==> src/rtl/tcs_pkg.sv <==
package tcs_pkg;
   // status bundle handed from each channel to the top
   typedef struct packed {
      logic busy;
      logic done;
      logic fin;   // completing on the coming edge
   } chan_stat_t;
endpackage

==> src/rtl/tcs_hold_edge.sv <==
module tcs_hold_edge #(
   parameter int SYNC_STAGES = 2
) (
   input  logic clk,
   input  logic rst,
   input  logic hold_n,
   output logic fall
);
   logic cur;
   logic prev;

   generate
      if (SYNC_STAGES == 0) begin : g_direct
         assign cur = hold_n;
      end else begin : g_sync
         logic [SYNC_STAGES-1:0] chain;
         always_ff @(posedge clk) begin
            if (rst) chain <= '1;
            else     chain <= (chain << 1) | SYNC_STAGES'(hold_n);
         end
         assign cur = chain[SYNC_STAGES-1];
      end
   endgenerate

   // preset high so that reset re-arms the edge detector
   always_ff @(posedge clk) begin
      if (rst) prev <= 1'b1;
      else     prev <= cur;
   end

   assign fall = prev & ~cur;

   // an edge is reported for a single clock only
   a_r2_fall_single: assert property (@(posedge clk) disable iff (rst)
      fall |=> !fall);
endmodule

==> src/rtl/tcs_channel.sv <==
module tcs_channel import tcs_pkg::*; #(
   parameter int CONV_CYCLES = 16,
   parameter int RES_W       = 16,
   parameter int CH_W        = 2,
   parameter int CH_IDX      = 0,
   parameter int CNT_W       = 5
) (
   input  logic             clk,
   input  logic             rst,
   input  logic             fall,
   input  logic             rd_clr,
   output chan_stat_t       stat,
   output logic [RES_W-1:0] result
);
   localparam int SEQ_W = RES_W - CH_W;
   localparam logic [CNT_W-1:0] LAST = CNT_W'(CONV_CYCLES - 1);

   logic             busy;
   logic             done;
   logic [CNT_W-1:0] cnt;
   logic [SEQ_W-1:0] seq;
   logic             last;

   assign last = busy && (cnt == LAST);

   always_ff @(posedge clk) begin
      if (rst) begin
         busy   <= 1'b0;
         done   <= 1'b0;
         cnt    <= '0;
         seq    <= '0;
         result <= '0;
      end else begin
         if (busy) begin
            if (last) busy <= 1'b0;
            else      cnt  <= cnt + CNT_W'(1);
         end else if (fall) begin
            busy <= 1'b1;
            cnt  <= '0;
         end
         if (last) begin
            done   <= 1'b1;
            seq    <= seq + SEQ_W'(1);
            result <= {CH_W'(CH_IDX), seq + SEQ_W'(1)};
         end else if (rd_clr) begin
            done <= 1'b0;
         end
      end
   end

   assign stat.busy = busy;
   assign stat.done = done;
   assign stat.fin  = last;

   // the cycle counter never passes the final conversion cycle
   a_r3_cnt_bound: assert property (@(posedge clk) disable iff (rst)
      busy |-> cnt <= LAST);
   // while converting, edges neither restart nor stall the count
   a_r6_no_restart: assert property (@(posedge clk) disable iff (rst)
      (busy && !last) |=> (busy && cnt == $past(cnt) + CNT_W'(1)));
   // completion leaves the channel idle with a pending result
   a_r4_done_after_last: assert property (@(posedge clk) disable iff (rst)
      last |=> (done && !busy));
   // no conversion starts without a fresh edge
   a_r7_no_spontaneous: assert property (@(posedge clk) disable iff (rst)
      (!busy && !fall) |=> !busy);
endmodule

==> src/rtl/tri_hold_conv_seq.sv <==
module tri_hold_conv_seq import tcs_pkg::*; #(
   parameter int NCH         = 3,
   parameter int CONV_CYCLES = 16,
   parameter int SYNC_STAGES = 2,
   parameter int RES_W       = 16,
   localparam int SEL_W      = (NCH > 1) ? $clog2(NCH) : 1
) (
   input  logic             clk,
   input  logic             rst,
   input  logic [NCH-1:0]   hold_n,
   input  logic             rd_en,
   input  logic [SEL_W-1:0] rd_ch,
   output logic [RES_W-1:0] rd_data,
   output logic [NCH-1:0]   busy,
   output logic [NCH-1:0]   done,
   output logic             eoc
);
   localparam int CNT_W = $clog2(CONV_CYCLES + 1);

   initial begin
      assert (NCH >= 1) else $error("NCH must be at least 1");
      assert (CONV_CYCLES >= 1) else $error("CONV_CYCLES must be at least 1");
      assert (SYNC_STAGES >= 0) else $error("SYNC_STAGES must not be negative");
      assert (RES_W > SEL_W + 1) else $error("RES_W too narrow for index and count");
   end

   chan_stat_t       stat [NCH];
   logic [RES_W-1:0] slot [NCH];
   logic [NCH-1:0]   fin;

   for (genvar g = 0; g < NCH; g++) begin : g_ch
      logic fall;
      logic rd_clr;

      assign rd_clr = rd_en && (rd_ch == SEL_W'(g));

      tcs_hold_edge #(.SYNC_STAGES(SYNC_STAGES)) u_edge (
         .clk(clk), .rst(rst), .hold_n(hold_n[g]), .fall(fall));

      tcs_channel #(
         .CONV_CYCLES(CONV_CYCLES), .RES_W(RES_W), .CH_W(SEL_W),
         .CH_IDX(g), .CNT_W(CNT_W)
      ) u_chan (
         .clk(clk), .rst(rst), .fall(fall), .rd_clr(rd_clr),
         .stat(stat[g]), .result(slot[g]));

      assign busy[g] = stat[g].busy;
      assign done[g] = stat[g].done;
      assign fin[g]  = stat[g].fin;

      // a newly set done flag always comes with the end-of-conversion pulse
      a_r4_eoc_on_done: assert property (@(posedge clk) disable iff (rst)
         $rose(done[g]) |-> eoc);
      // a read without a simultaneous completion clears the flag
      a_r9_read_clears: assert property (@(posedge clk) disable iff (rst)
         (rd_clr && !fin[g]) |=> !done[g]);
   end

   always_ff @(posedge clk) begin
      if (rst) eoc <= 1'b0;
      else     eoc <= |fin;
   end

   always_comb begin
      rd_data = '0;
      for (int i = 0; i < NCH; i++)
         if (rd_ch == SEL_W'(i)) rd_data = slot[i];
   end
endmodule

==> config.mk <==
export PLATFORM = sky130hd
export DESIGN_NAME = tri_hold_conv_seq
export DESIGN_NICKNAME = d
export VERILOG_FILES = /design/src/rtl/tcs_pkg.sv /design/src/rtl/tcs_hold_edge.sv /design/src/rtl/tcs_channel.sv /design/src/rtl/tri_hold_conv_seq.sv
export SDC_FILE = /design/constraint.sdc
export NUM_CORES = 1
export LEC_CHECK = 0
export BUFFER_PORTS_ARGS = -buffer_cell sky130_fd_sc_hd__buf_2
export CORE_AREA = 4 4 92 94
export CTS_CLUSTER_DIAMETER = 40
export DETAILED_ROUTE_END_ITERATION = 6
export DIE_AREA = 0 0 96 98
export PLACE_DENSITY = 0.67
export SYNTH_ARGS = -nofsm -noshare
export SYNTH_HDL_FRONTEND = slang
export SYNTH_HIERARCHICAL = 1
export SYNTH_SLANG_ARGS = --single-unit
export TNS_END_PERCENT = 10
==> constraint.sdc <==
create_clock -name clk -period 2.4 [get_ports clk]
set_input_delay 0.48 -clock clk [delete_from_list [all_inputs] [get_ports clk]]
set_output_delay 0.48 -clock clk [all_outputs]
set_load 0.03 [all_outputs]
== Yosys cells after proc, flatten, opt, wreduce, memory -nomap -nowiden ==
Cells that the tools add are included.
Storage, ports and cells
  output and inout port bits: 23
  flip-flop bits (word level): 103
  input bits: 8
  logic and storage cells: 88
Cells by class
  equality and inequality tests: 8
  reduce and logical (&&, ||, !) cells: 17
  bitwise operators: 9
  multiplexer cells: 27
  add/sub/neg operators: 6
Operators with widths (count)
  5-bit 2-to-1 mux: 9
  14-bit by 1-bit adder with 14-bit output, second input constant: 3
  16-bit 2-to-1 mux: 2
  5-bit by 1-bit adder with 5-bit output, second input constant: 3
  5-bit by 4-bit equality test with 1-bit output, second input constant: 3
  1-bit 2-to-1 mux: 15
  14-bit 2-to-1 mux: 1
  2-bit nonzero test: 6
  1-bit logical AND: 6
  2-bit inequality test, second input constant: 3
  2-bit by 1-bit OR with 2-bit output: 3
  2-bit AND reduction: 3
  1-bit bitwise AND: 3
  1-bit inverter: 3
  3-bit OR reduction: 1
  2-bit by 1-bit equality test with 1-bit output, second input constant: 1
  2-bit equality test, second input constant: 1
  2-bit zero test: 1

== Longest topological paths before layout ==
Gate-level depths: netlist (run 1).
  depth after elaboration: 4
  depth in mapped cells: 8
  gate-level depth less buffers: 8

== Cells and area by module ==
The synthesis (run 1) kept the hierarchy.
By module, submodules not included
  tcs_channel (g_ch[1].u_chan ...): times used 2, cells each 115, area an instance 1003.5 um^2, seq. area each 440.4 um^2
  tcs_channel (g_ch[0].u_chan): times used 1, cells each 121, area an instance 1044.8 um^2, seq. area each 420.4 um^2
  tri_hold_conv_seq: times used 1, cells each 45, area an instance 432.9 um^2, seq. area each 20.0 um^2
  tcs_hold_edge: times used 3, cells each 7, area an instance 85.1 um^2, seq. area each 60.1 um^2

== Worst setup path before layout (run 1) ==
No wires, ideal clock.
  kind: input to output
  start: input rd_ch[0]
  end: output rd_data[9]
  cell stages on the path: 4
  buffers on the path: 2
  arrival: 1.377 ns
  path slack: 0.543 ns
  required time: 1.920 ns
  path through: buf_6 -> buf_8 -> mux2i_1 -> o2bb2ai_1
On the way
  word-level cells in the longest chain between the ends: 4
  elaborated cells on any way between the ends: 6
  those cells by class: 2 x eq/ne; 3 x mux; 1 x reduce/logical
Ends and longest elaborated chain
  from (decl): RTL line tri_hold_conv_seq.sv:12  | input logic [SEL_W-1:0] rd_ch,
  2-bit zero test: RTL line tri_hold_conv_seq.sv:67  | if (rd_ch == SEL_W'(i)) rd_data = slot[i];
  14-bit 2-to-1 mux: RTL line tri_hold_conv_seq.sv:67
  16-bit 2-to-1 mux: RTL line tri_hold_conv_seq.sv:67
  16-bit 2-to-1 mux *: RTL line tri_hold_conv_seq.sv:67
  to (decl): RTL line tri_hold_conv_seq.sv:13  | output logic [RES_W-1:0] rd_data,
Mark *: on every way between the ends. The rest lies on a longest branch, timed or not.

== Worst setup path in the final report (run 1) ==
  start: input rd_ch[0]
  end: output rd_data[4]
The elaborated chain is that of the path after synthesis.

==> results of run 1 <==
power by group through the flow:
stage | Combinational (mW) | Sequential [mW] | Clock, mW
after global routing | 0.117 | 1.27 | 0.999
after global placement | 0.104 | 1.30 | 0
after CTS | 0.107 | 1.27 | 0.939
after detailed placement | 0.106 | 1.30 | 0
final | 0.105 | 1.27 | 0.908
after floorplan | 0.0966 | 1.29 | 0
logic make-up (layout without fill, tap and decap cells):
kind of cell               after synthesis  after routing  share of synthesized area
AOI/OAI and AO/OA                       68             68                      0.112
xor gates and xnor gates                26             26                     0.0609
adders and majority gates                9              9                     0.0301
buffers and inverters                   44             61                     0.0783
DFF                                     75             75                      0.401
muxes                                   21             21                     0.0579
other                                    3              4                    0.00301
and+or+nand+nor                        171            171                      0.257
layout make-up:
| type | count | area (µm²) |
|---|---|---|
| clock buffers | 11 | 141 |
| clock inverters | 3 | 40.0 |
| fillers | 716 | 3630 |
| inverters | 10 | 37.5 |
| multi-input cells | 299 | 1950 |
| flip-flops and latches | 75 | 1500 |
| well taps | 102 | 128 |
| repair buffers | 37 | 215 |
per-layer routing:
metal	track usage	vias up	part of all wire
met1	0.245	1360	0.48
met3	0.0447	9	0.052
met5	0	-	0
li1	-	1476	-
met4	0.0602	0	0.0093
met2	0.251	54	0.46
sequential cells by signal, indices dropped and copies added, names as in the netlist:
signal	cells
g_ch.u_chan/seq	26
g_ch.u_chan/done	3
g_ch.u_chan/busy	3
g_ch.u_chan/cnt	15
g_ch.u_edge/g_sync.chain	6
g_ch.u_chan/result	18
g_ch.u_edge/prev	3
eoc	1
how the worst min path moves through the flow:
| stage | startpoint | slack [ps] | cells after the start | end |
|---|---|---|---|---|
| 2_1_floorplan | g_ch[0].u_edge/g_sync.chain[0] | 390 | 1 | g_ch[0].u_edge/g_sync.chain[1] |
| 3_3_place_gp | g_ch[0].u_edge/g_sync.chain[0] | 390 | 1 | g_ch[0].u_edge/g_sync.chain[1] |
| 3_5_place_dp | g_ch[0].u_edge/g_sync.chain[0] | 390 | 1 | g_ch[0].u_edge/g_sync.chain[1] |
| 4_1_cts | hold_n[0] | 300 | 2 | g_ch[0].u_edge/g_sync.chain[0] |
| 5_1_grt | hold_n[1] | 300 | 2 | g_ch[1].u_edge/g_sync.chain[0] |
| 6_report | hold_n[0] | 320 | 2 | g_ch[0].u_edge/g_sync.chain[0] |
cell usage in the layout (no fill, tap or decap), types with 8 or more instances in the layout:
master and instances:
a21oi_1 30, and4_1 8, buf_2 30, clkbuf_8 10
dfxtp_1 75, ha_1 9, inv_1 9, mux2i_1 16
nand2_1 19, nand2b_1 10, nand4_1 17, nor2_1 52
nor2b_1 12, nor3_1 8, o21ai_0 15, o2bb2ai_1 16
or2_1 9, xor2_1 23
through the flow:
step / instance area, µm² / hold WS (ps) / worst slack (ps) / instances / utilization
final: 4010 / 315 / 357 / 537 / 0.525
after detailed placement: 3830 / 392 / 359 / 523 / 0.501
after floorplan: 3740 / 385 / 543 / 418 / -
after CTS: 4010 / 297 / 354 / 537 / 0.525
after global routing: 4010 / 295 / 216 / 537 / 0.525
after global placement: 3830 / 393 / 395 / 523 / 0.501
==> run_results.csv, run 1 <==
group,metric,value,unit
global_route,grt_pass1_vias,2670,
logic_synthesis,synth_cells,417,
sta,worst_slew_pin_slew,542,ps
sta,period_needed,2040,ps
worst_setup_path,critical_path_arrival,1560,ps
final_layout,area_growth,7.29,%
place,dpl.hpwl,5350,µm
logic_synthesis,synth_edf_count,0,
logic_synthesis,yosysTopAreaCellShare,0.401,
clocking,post_cts_buffers,0,
drt,drt_pre_antenna_iters,4,
power,pwr-share-seq,0.556,
logic_synthesis,synthFlopType,"dfxtp_1",
worst_setup_path,cp_slowest_stage_delay,420,ps
clocking,cts_tree,"done",
floorplan,io_pins,31,
worst_setup_path,r2r-end,"g_ch[0].u_chan/result[13]",
power,p_int,1.79,mW
clocking,postCtsHoldBufs,0,
clocking,clockRootBuffer,"clkbuf_8",
logic_synthesis,ys_warn_count,6,
place,io_buffers,30,
sta,finalHoldViolCount,0,
logic_synthesis,synth_common_cells,"dfxtp_1 (75), nor2_1 (52), a21oi_1 (30), xor2_1 (23), nand2_1 (19)",
logic_synthesis,ys_seq_elements,75,
floorplan,design.die.area,9410,µm²
power,power,2.28,mW
worst_setup_path,crit_path_end_kind,"primary output",
logic_synthesis,synth_area_leaders,"dfxtp_1 (40%), xor2_1 (5.4%), nor2_1 (5.2%)",
worst_setup_path,r2r-start,"g_ch[0].u_chan/cnt[1]",
place,gp_congestion,0.797,
global_route,grt-ovfl-total,0,
sta,setup_viol,0,
logic_synthesis,ys_seq_area_frac,0.401,
worst_setup_path,rrSetupSlack,370,ps
power,swShare,0.217,
final_layout,nNetsFinal,449,
worst_setup_path,crit_start,"rd_ch[0]",
final_layout,drive_above_1_share,0.145,
worst_setup_path,crit_fanout,19,
drt,drt-total-wl,7410,µm
floorplan,coreArea,7650,µm²
global_route,groute.usage.overall,0.173,
worst_setup_path,crit_slowest_cell,"nor2b_4",
drt,avgViaCountPerCell,5.40,
clocking,clock-sinks,75,
worst_setup_path,startpoint_type,"input pin",
sta,rsz0062_at_grt,"no",
logic_synthesis,synth_area,3740,µm²
worst_setup_path,required,1920,ps
worst_setup_path,reg2regPathDepth,6,
sta,fin_worst_skew,5.40,ps
worst_setup_path,crit_chain,"buf_2 -> nor2b_4 -> o2bb2ai_1 -> buf_2",
clocking,htreeDepth,3,
power,power_density,569,nW/µm²
drt,ant_nets,0,
run_status,status,"finished clean",
sta,slew_viol_final,0,
worst_setup_path,critPathTopFamily,"buffers and inverters",
final_layout,diodes,0,
logic_synthesis,synthArstFlopShare,0,
worst_hold_path,hold_path_class,"in2reg",
logic_synthesis,yosysTopAreaCell,"dfxtp_1",
drt,remaining_drc_errors,0,
clocking,insertion_delay,340,ps
worst_setup_path,crit_buf_inv,2,
floorplan,fp.dieW,96,µm
clocking,post_cts_resized,0,
worst_setup_path,cp_num_cells,4,
global_route,grt_start_max_net_pins,36,
logic_synthesis,postSynthAreaPerCell,8.97,µm²
worst_setup_path,crit_top_cell,"buf_2",
sta,tns,0,ps
clocking,clkTransAtPathRegs,70,ps
job,drv_cap,0,
worst_setup_path,critical_path_class,"in2out",
clocking,clk_path_buf_depth,2,
logic_synthesis,synth_most_common_cell,"dfxtp_1",
global_route,antenna_found_initial,0,
floorplan,die_h,98,µm
sta,fmax,0.489,GHz
drt,vias,2899,
power,p_sw,0.494,mW
drt,routedWlPerCell,13.8,µm
floorplan,rows,32,
floorplan,initial_core_util,0.489,
sta,max-slew-margin-rel,0.639,
logic_synthesis,synthDistinctLibCells,46,
global_route,grt_pass1_wl,12800,µm
clocking,cts_buffers,9,
power,p_leak,1.60,nW
sta,fin_crit_sh,0.851,
drt,drtIter0Drc,191,
worst_setup_path,critPathCapture,"rd_data[4]",
power,ir_worst_vdd,0.255,mV
power,pwr-share-clk,0.398,
power,power_frac_comb,0.046,
Power figures use the tool's default switching activity.
==> run 2: changes to the inputs <==
--- a/config.mk
+++ b/config.mk
@@ -10,7 +10,7 @@
 export CTS_CLUSTER_DIAMETER = 40
 export DETAILED_ROUTE_END_ITERATION = 6
 export DIE_AREA = 0 0 96 98
-export PLACE_DENSITY = 0.67
+export PLACE_DENSITY_LB_ADDON = 0.3
 export SYNTH_ARGS = -nofsm -noshare
 export SYNTH_HDL_FRONTEND = slang
 export SYNTH_HIERARCHICAL = 1
==> run 2 against run 1 <==
  * Sequential power barely moved
  * Clock skew rose by 2.2 ps
  * Global-route usage fell by 0.91 points
  * First-iteration DRC count fell by 26%
  * Register-to-register slack got worse by 70 ps
  * Clock power rose by 18%
  * Count of clock-buffer cells in the layout did not move
  * Die area did not move
  * Combinational power fell by 4%
==> run_results.csv, run 2 (synthesis gave the netlist of run 1 again) <==
group,metric,value,unit
final_layout,multi_input_area,1950,µm²
clocking,post_cts_buffers,0,
worst_setup_path,critical_path_arrival,2330,ps
drt,drt-total-wl,7230,µm
drt,vias,2840,
global_route,grt_pass1_wl,12400,µm
place,dpl_cell_area,3800,µm²
sta,tns,0,ps
worst_setup_path,startpoint_type,"register",
final_layout,layout_commonest_cell,"dfxtp_1",
floorplan,coreArea,7650,µm²
floorplan,design.die.area,9410,µm²
global_route,met1_usage,0.229,
final_layout,nNetsFinal,447,
final_layout,fill_cells,706,
sta,finalHoldViolCount,0,
sta,max-slew-margin-rel,0.643,
global_route,busiest_layer,"met2",
global_route,use_met3,0.0339,
sta,fin_crit_sh,0.876,
final_layout,top_regs,"g_ch.u_chan/seq (26), g_ch.u_chan/result (18), g_ch.u_chan/cnt (15)",
floorplan,io_pins,31,
clocking,clockRootBuffer,"clkbuf_8",
global_route,groute.usage.overall,0.163,
sta,fin_worst_skew,7.65,ps
place,gp_congestion,0.858,
power,power,2.44,mW
global_route,antenna_found_initial,0,
drt,avgViaCountPerCell,5.30,
place,dpl.hpwl,5280,µm
job,drv_cap,0,
clocking,clock-sinks,75,
floorplan,fp.dieW,96,µm
clocking,cts_buffers,9,
worst_hold_path,hold_path_depth,2,
sta,worst_slew_pin_slew,535,ps
drt,ant_nets,0,
sta,holdWs,322,ps
drt,routedWlPerCell,13.5,µm
sta,fmax,0.476,GHz
worst_setup_path,crit_path_end_kind,"register",
floorplan,initial_core_util,0.489,
power,p_leak,1.61,nW
power,power_density,606,nW/µm²
global_route,grt-ovfl-total,0,
final_layout,layout_common_cells,"dfxtp_1 (75), nor2_1 (52), a21oi_1 (30), buf_2 (30), xor2_1 (23)",
clocking,insertion_delay,330,ps
clocking,post_cts_resized,0,
worst_hold_path,hold_path_class,"in2reg",
final_layout,area_growth,7.73,%
run_status,status,"finished clean",
global_route,grt_pass1_vias,2611,
global_route,grt_start_max_net_pins,28,
clocking,htreeDepth,3,
floorplan,rows,32,
sta,period_needed,2100,ps
clocking,clkTransAtPathRegs,80,ps
clocking,clk_path_buf_depth,2,
worst_setup_path,crit_fanout,9,
drt,drtIter0Drc,142,
final_layout,fin_area,4030,µm²
power,ir_worst_vdd,0.334,mV
final_layout,diodes,0,
sta,setup_viol,0,
sta,rsz0062_at_grt,"no",
worst_setup_path,reg2regPathDepth,6,
final_layout,ff_latch_area,1500,µm²
floorplan,die_h,98,µm
final_layout,top_register,"g_ch.u_chan/seq",
worst_setup_path,required,2630,ps
place,io_buffers,30,
clocking,postCtsHoldBufs,0,
sta,slew_viol_final,0,
global_route,grtUsageMet2,0.245,
drt,drt_pre_antenna_iters,4,
clocking,cts_tree,"done",
final_layout,drive_above_1_share,0.145,
worst_setup_path,critical_path_class,"reg2reg",
drt,remaining_drc_errors,0,
final_layout,largest_reg_flops,26,
==> run 2: changes by cell type in the layout (fill, tap and decap cells not counted) <==
cell	delta
buf_12	-1
buf_4	-1
bufinv_16	+1
clkbuf_1	-1
clkbuf_8	+1
clkinv_2	-1
clkinv_4	+1
==> run 2: final timing paths <==
path	end	startpoint	slack, ps
setup / recovery	g_ch[0].u_chan/result[11]	g_ch[0].u_chan/cnt[0]	300
hold / removal	g_ch[0].u_edge/g_sync.chain[0]	hold_n[0]	320
setup reg to reg	g_ch[0].u_chan/result[11]	g_ch[0].u_chan/cnt[0]	300
hold reg to reg	g_ch[2].u_edge/g_sync.chain[1]	g_ch[2].u_edge/g_sync.chain[0]	410
==> run 2: critical path, stage by stage, from the launching register on <==
cell and delay [ps]:
dfxtp_1 360, ha_1 190, and3_1 170, ha_1 290
nand3_2 210, nor4_1 390, mux2_2 380
==> run 2: layout make-up <==
type                    count  share of cell area
clock buffers              11              0.0376
clock inverters             4              0.0183
inverters                  10             0.00932
multi-input cells         299               0.484
flip-flops and latches     75               0.373
well taps                 102              0.0317
repair buffers             35              0.0466
==> run 2: through the flow <==
stage | utilization | cells | setup WS (ps)
after floorplan | - | 418 | 543
after global placement | 0.497 | 521 | 357
after detailed placement | 0.497 | 521 | 305
after CTS | 0.527 | 536 | 295
after global routing | 0.527 | 536 | 126
final | 0.527 | 536 | 297
==> run 2: where the power goes <==
part,switching [mW],leakage [nW],internal [mW]
Combinational,0.0664,0.884,0.0345
Clock,0.436,0.115,0.637
Sequential,0.0123,0.606,1.26
Total,0.515,1.61,1.93
==> run 2: layer usage <==
metal,share of wire,vias to the layer above,wire (µm)
li1,-,1470,-
met1,0.49,1319,3530
met2,0.47,43,3380
met3,0.034,8,248
met4,0.011,0,82
met5,0,-,0
==> run 3: changes to the inputs <==
--- a/config.mk
+++ b/config.mk
@@ -10,7 +10,7 @@
 export CTS_CLUSTER_DIAMETER = 40
 export DETAILED_ROUTE_END_ITERATION = 6
 export DIE_AREA = 0 0 96 98
-export PLACE_DENSITY_LB_ADDON = 0.3
+export PLACE_DENSITY = 0.65
 export SYNTH_ARGS = -nofsm -noshare
 export SYNTH_HDL_FRONTEND = slang
 export SYNTH_HIERARCHICAL = 1
==> run 3 against run 2 <==
  * Core utilization decreased by 0.20 points
  * Count of clock-buffer cells in the layout decreased by 1
  * Critical endpoint is now rd_data[2]
  * Die area unchanged
  * Non-clock buffer count increased by 1
  * Cell count increased by 0.37%
  * Clock power decreased by 9%
  * Sequential power about the same
  * Routed wire length increased by 7.5%
  * Clock skew decreased by 0.56 ps
  * Sequential cell count unchanged
  * Highest routed layer unchanged
  * Critical path type is now in2out
==> run_results.csv, run 3 (synthesis gave the netlist of run 1 again) <==
group,metric,value,unit
sta,worst_slew_pin_slew,629,ps
clocking,clock-sinks,75,
power,pwr-share-clk,0.417,
clocking,clk_path_buf_depth,2,
final_layout,diodes,0,
clocking,cts_tree,"done",
worst_setup_path,required,1920,ps
worst_hold_path,hold_path_depth,2,
clocking,insertion_delay,340,ps
global_route,grtUsageMet2,0.277,
drt,vias,2892,
sta,slew_viol_final,0,
floorplan,fp.dieW,96,µm
global_route,grt_start_max_net_pins,34,
global_route,met1_usage,0.248,
worst_hold_path,worstHoldStart,"hold_n[0]",
final_layout,layout_commonest_cell,"dfxtp_1",
floorplan,io_pins,31,
clocking,htreeDepth,3,
clocking,post_cts_buffers,0,
power,swShare,0.236,
drt,remaining_drc_errors,0,
power,ir_worst_vdd,0.297,mV
drt,avgViaCountPerCell,5.38,
global_route,groute.usage.overall,0.179,
global_route,grt-ovfl-total,0,
clocking,clkTransAtPathRegs,80,ps
power,pwr-share-seq,0.540,
clocking,post_cts_resized,0,
final_layout,multi_input_area,1950,µm²
sta,finalHoldViolCount,0,
run_status,status,"finished clean",
place,io_buffers,30,
final_layout,nNetsFinal,448,
final_layout,drive_above_1_share,0.149,
global_route,use_met3,0.0308,
sta,period_needed,2050,ps
sta,max-slew-margin-rel,0.581,
worst_hold_path,hold_path_class,"in2reg",
floorplan,initial_core_util,0.489,
worst_setup_path,startpoint_type,"input pin",
final_layout,largest_reg_flops,26,
job,drv_cap,0,
floorplan,coreArea,7650,µm²
global_route,grt_pass1_wl,13400,µm
clocking,postCtsHoldBufs,0,
final_layout,area_growth,7.33,%
power,p_sw,0.554,mW
clocking,clockRootBuffer,"clkbuf_8",
drt,drt-total-wl,7780,µm
worst_setup_path,reg2regPathDepth,6,
final_layout,finish.utilization,0.525,
drt,ant_nets,0,
floorplan,design.die.area,9410,µm²
power,p_int,1.80,mW
final_layout,layout_common_cells,"dfxtp_1 (75), nor2_1 (52), a21oi_1 (30), buf_2 (30), xor2_1 (23)",
power,power_density,585,nW/µm²
worst_setup_path,critical_path_class,"in2out",
global_route,antenna_found_initial,0,
floorplan,die_h,98,µm
sta,tns,0,ps
worst_setup_path,crit_start,"rd_ch[0]",
worst_setup_path,crit_path_end_kind,"primary output",
global_route,busiest_layer,"met2",
final_layout,top_regs,"g_ch.u_chan/seq (26), g_ch.u_chan/result (18), g_ch.u_chan/cnt (15)",
drt,drtIter0Drc,152,
worst_setup_path,r2r-start,"g_ch[0].u_chan/cnt[1]",
worst_setup_path,crit_fanout,19,
sta,fin_worst_skew,7.09,ps
drt,routedWlPerCell,14.5,µm
final_layout,top_register,"g_ch.u_chan/seq",
power,p_leak,1.59,nW
drt,drt_pre_antenna_iters,4,
place,gp_congestion,0.825,
place,dpl.hpwl,5570,µm
final_layout,fill_cells,701,
clocking,cts_buffers,9,
sta,fmax,0.489,GHz
sta,rsz0062_at_grt,"no",
floorplan,rows,32,
final_layout,ff_latch_area,1500,µm²
global_route,grt_pass1_vias,2765,
power,power_frac_comb,0.043,
worst_setup_path,critical_path_arrival,1570,ps
sta,setup_viol,0,
sta,fin_crit_sh,0.853,
[run 3: cell types whose count changed in the layout (fill, tap and decap cells not counted)]
cell and change:
clkinv_4 -1, clkinvlp_4 +4, bufinv_16 -1, clkbuf_8 -1, buf_4 +1
[run 3: layout make-up]
type,instances,share of cell area
Timing Repair Buffer,36,0.0486
Sequential cell,75,0.374
Multi-Input combinational cell,299,0.486
Tap cell,102,0.0318
Inverter,10,0.00935
Clock inverter,6,0.0162
Clock buffer,10,0.0343
[run 3: per-stage QoR]
step	cell area, µm²	cells	setup slack [ps]	total power, mW	hold slack (ps)
2_1_floorplan	3740	418	543	1.39	385
3_3_place_gp	3810	522	408	1.40	392
3_5_place_dp	3810	522	374	1.40	397
4_1_cts	4010	538	367	2.37	301
5_1_grt	4010	538	159	2.45	305
6_report	4010	538	353	2.35	315
[run 3: routing by layer]
metal	share of wire	vias to the layer above
li1	-	1477
met1	0.48	1356
met2	0.47	52
met3	0.044	7
met4	0.0077	0
met5	0	-
[run 3: power groups by stage]
stage	Combinational (mW)	Clock, mW	Sequential (mW)
final	0.102	0.979	1.27
after floorplan	0.0966	0	1.29
after CTS	0.102	1.00	1.27
after detailed placement	0.102	0	1.30
after global routing	0.113	1.06	1.27
after global placement	0.100	0	1.30
[run 3: critical path, cell delays in order]
cell       delay (ps)
buf_2             270
nor2b_4           420
o2bb2ai_1         170
buf_2             220
[run 3: final timing paths]
path	to	slack (ps)
hold reg to reg	g_ch[0].u_edge/g_sync.chain[1]	420
setup reg to reg	g_ch[0].u_chan/result[11]	370
hold / removal	g_ch[0].u_edge/g_sync.chain[0]	310
setup / recovery	rd_data[2]	350
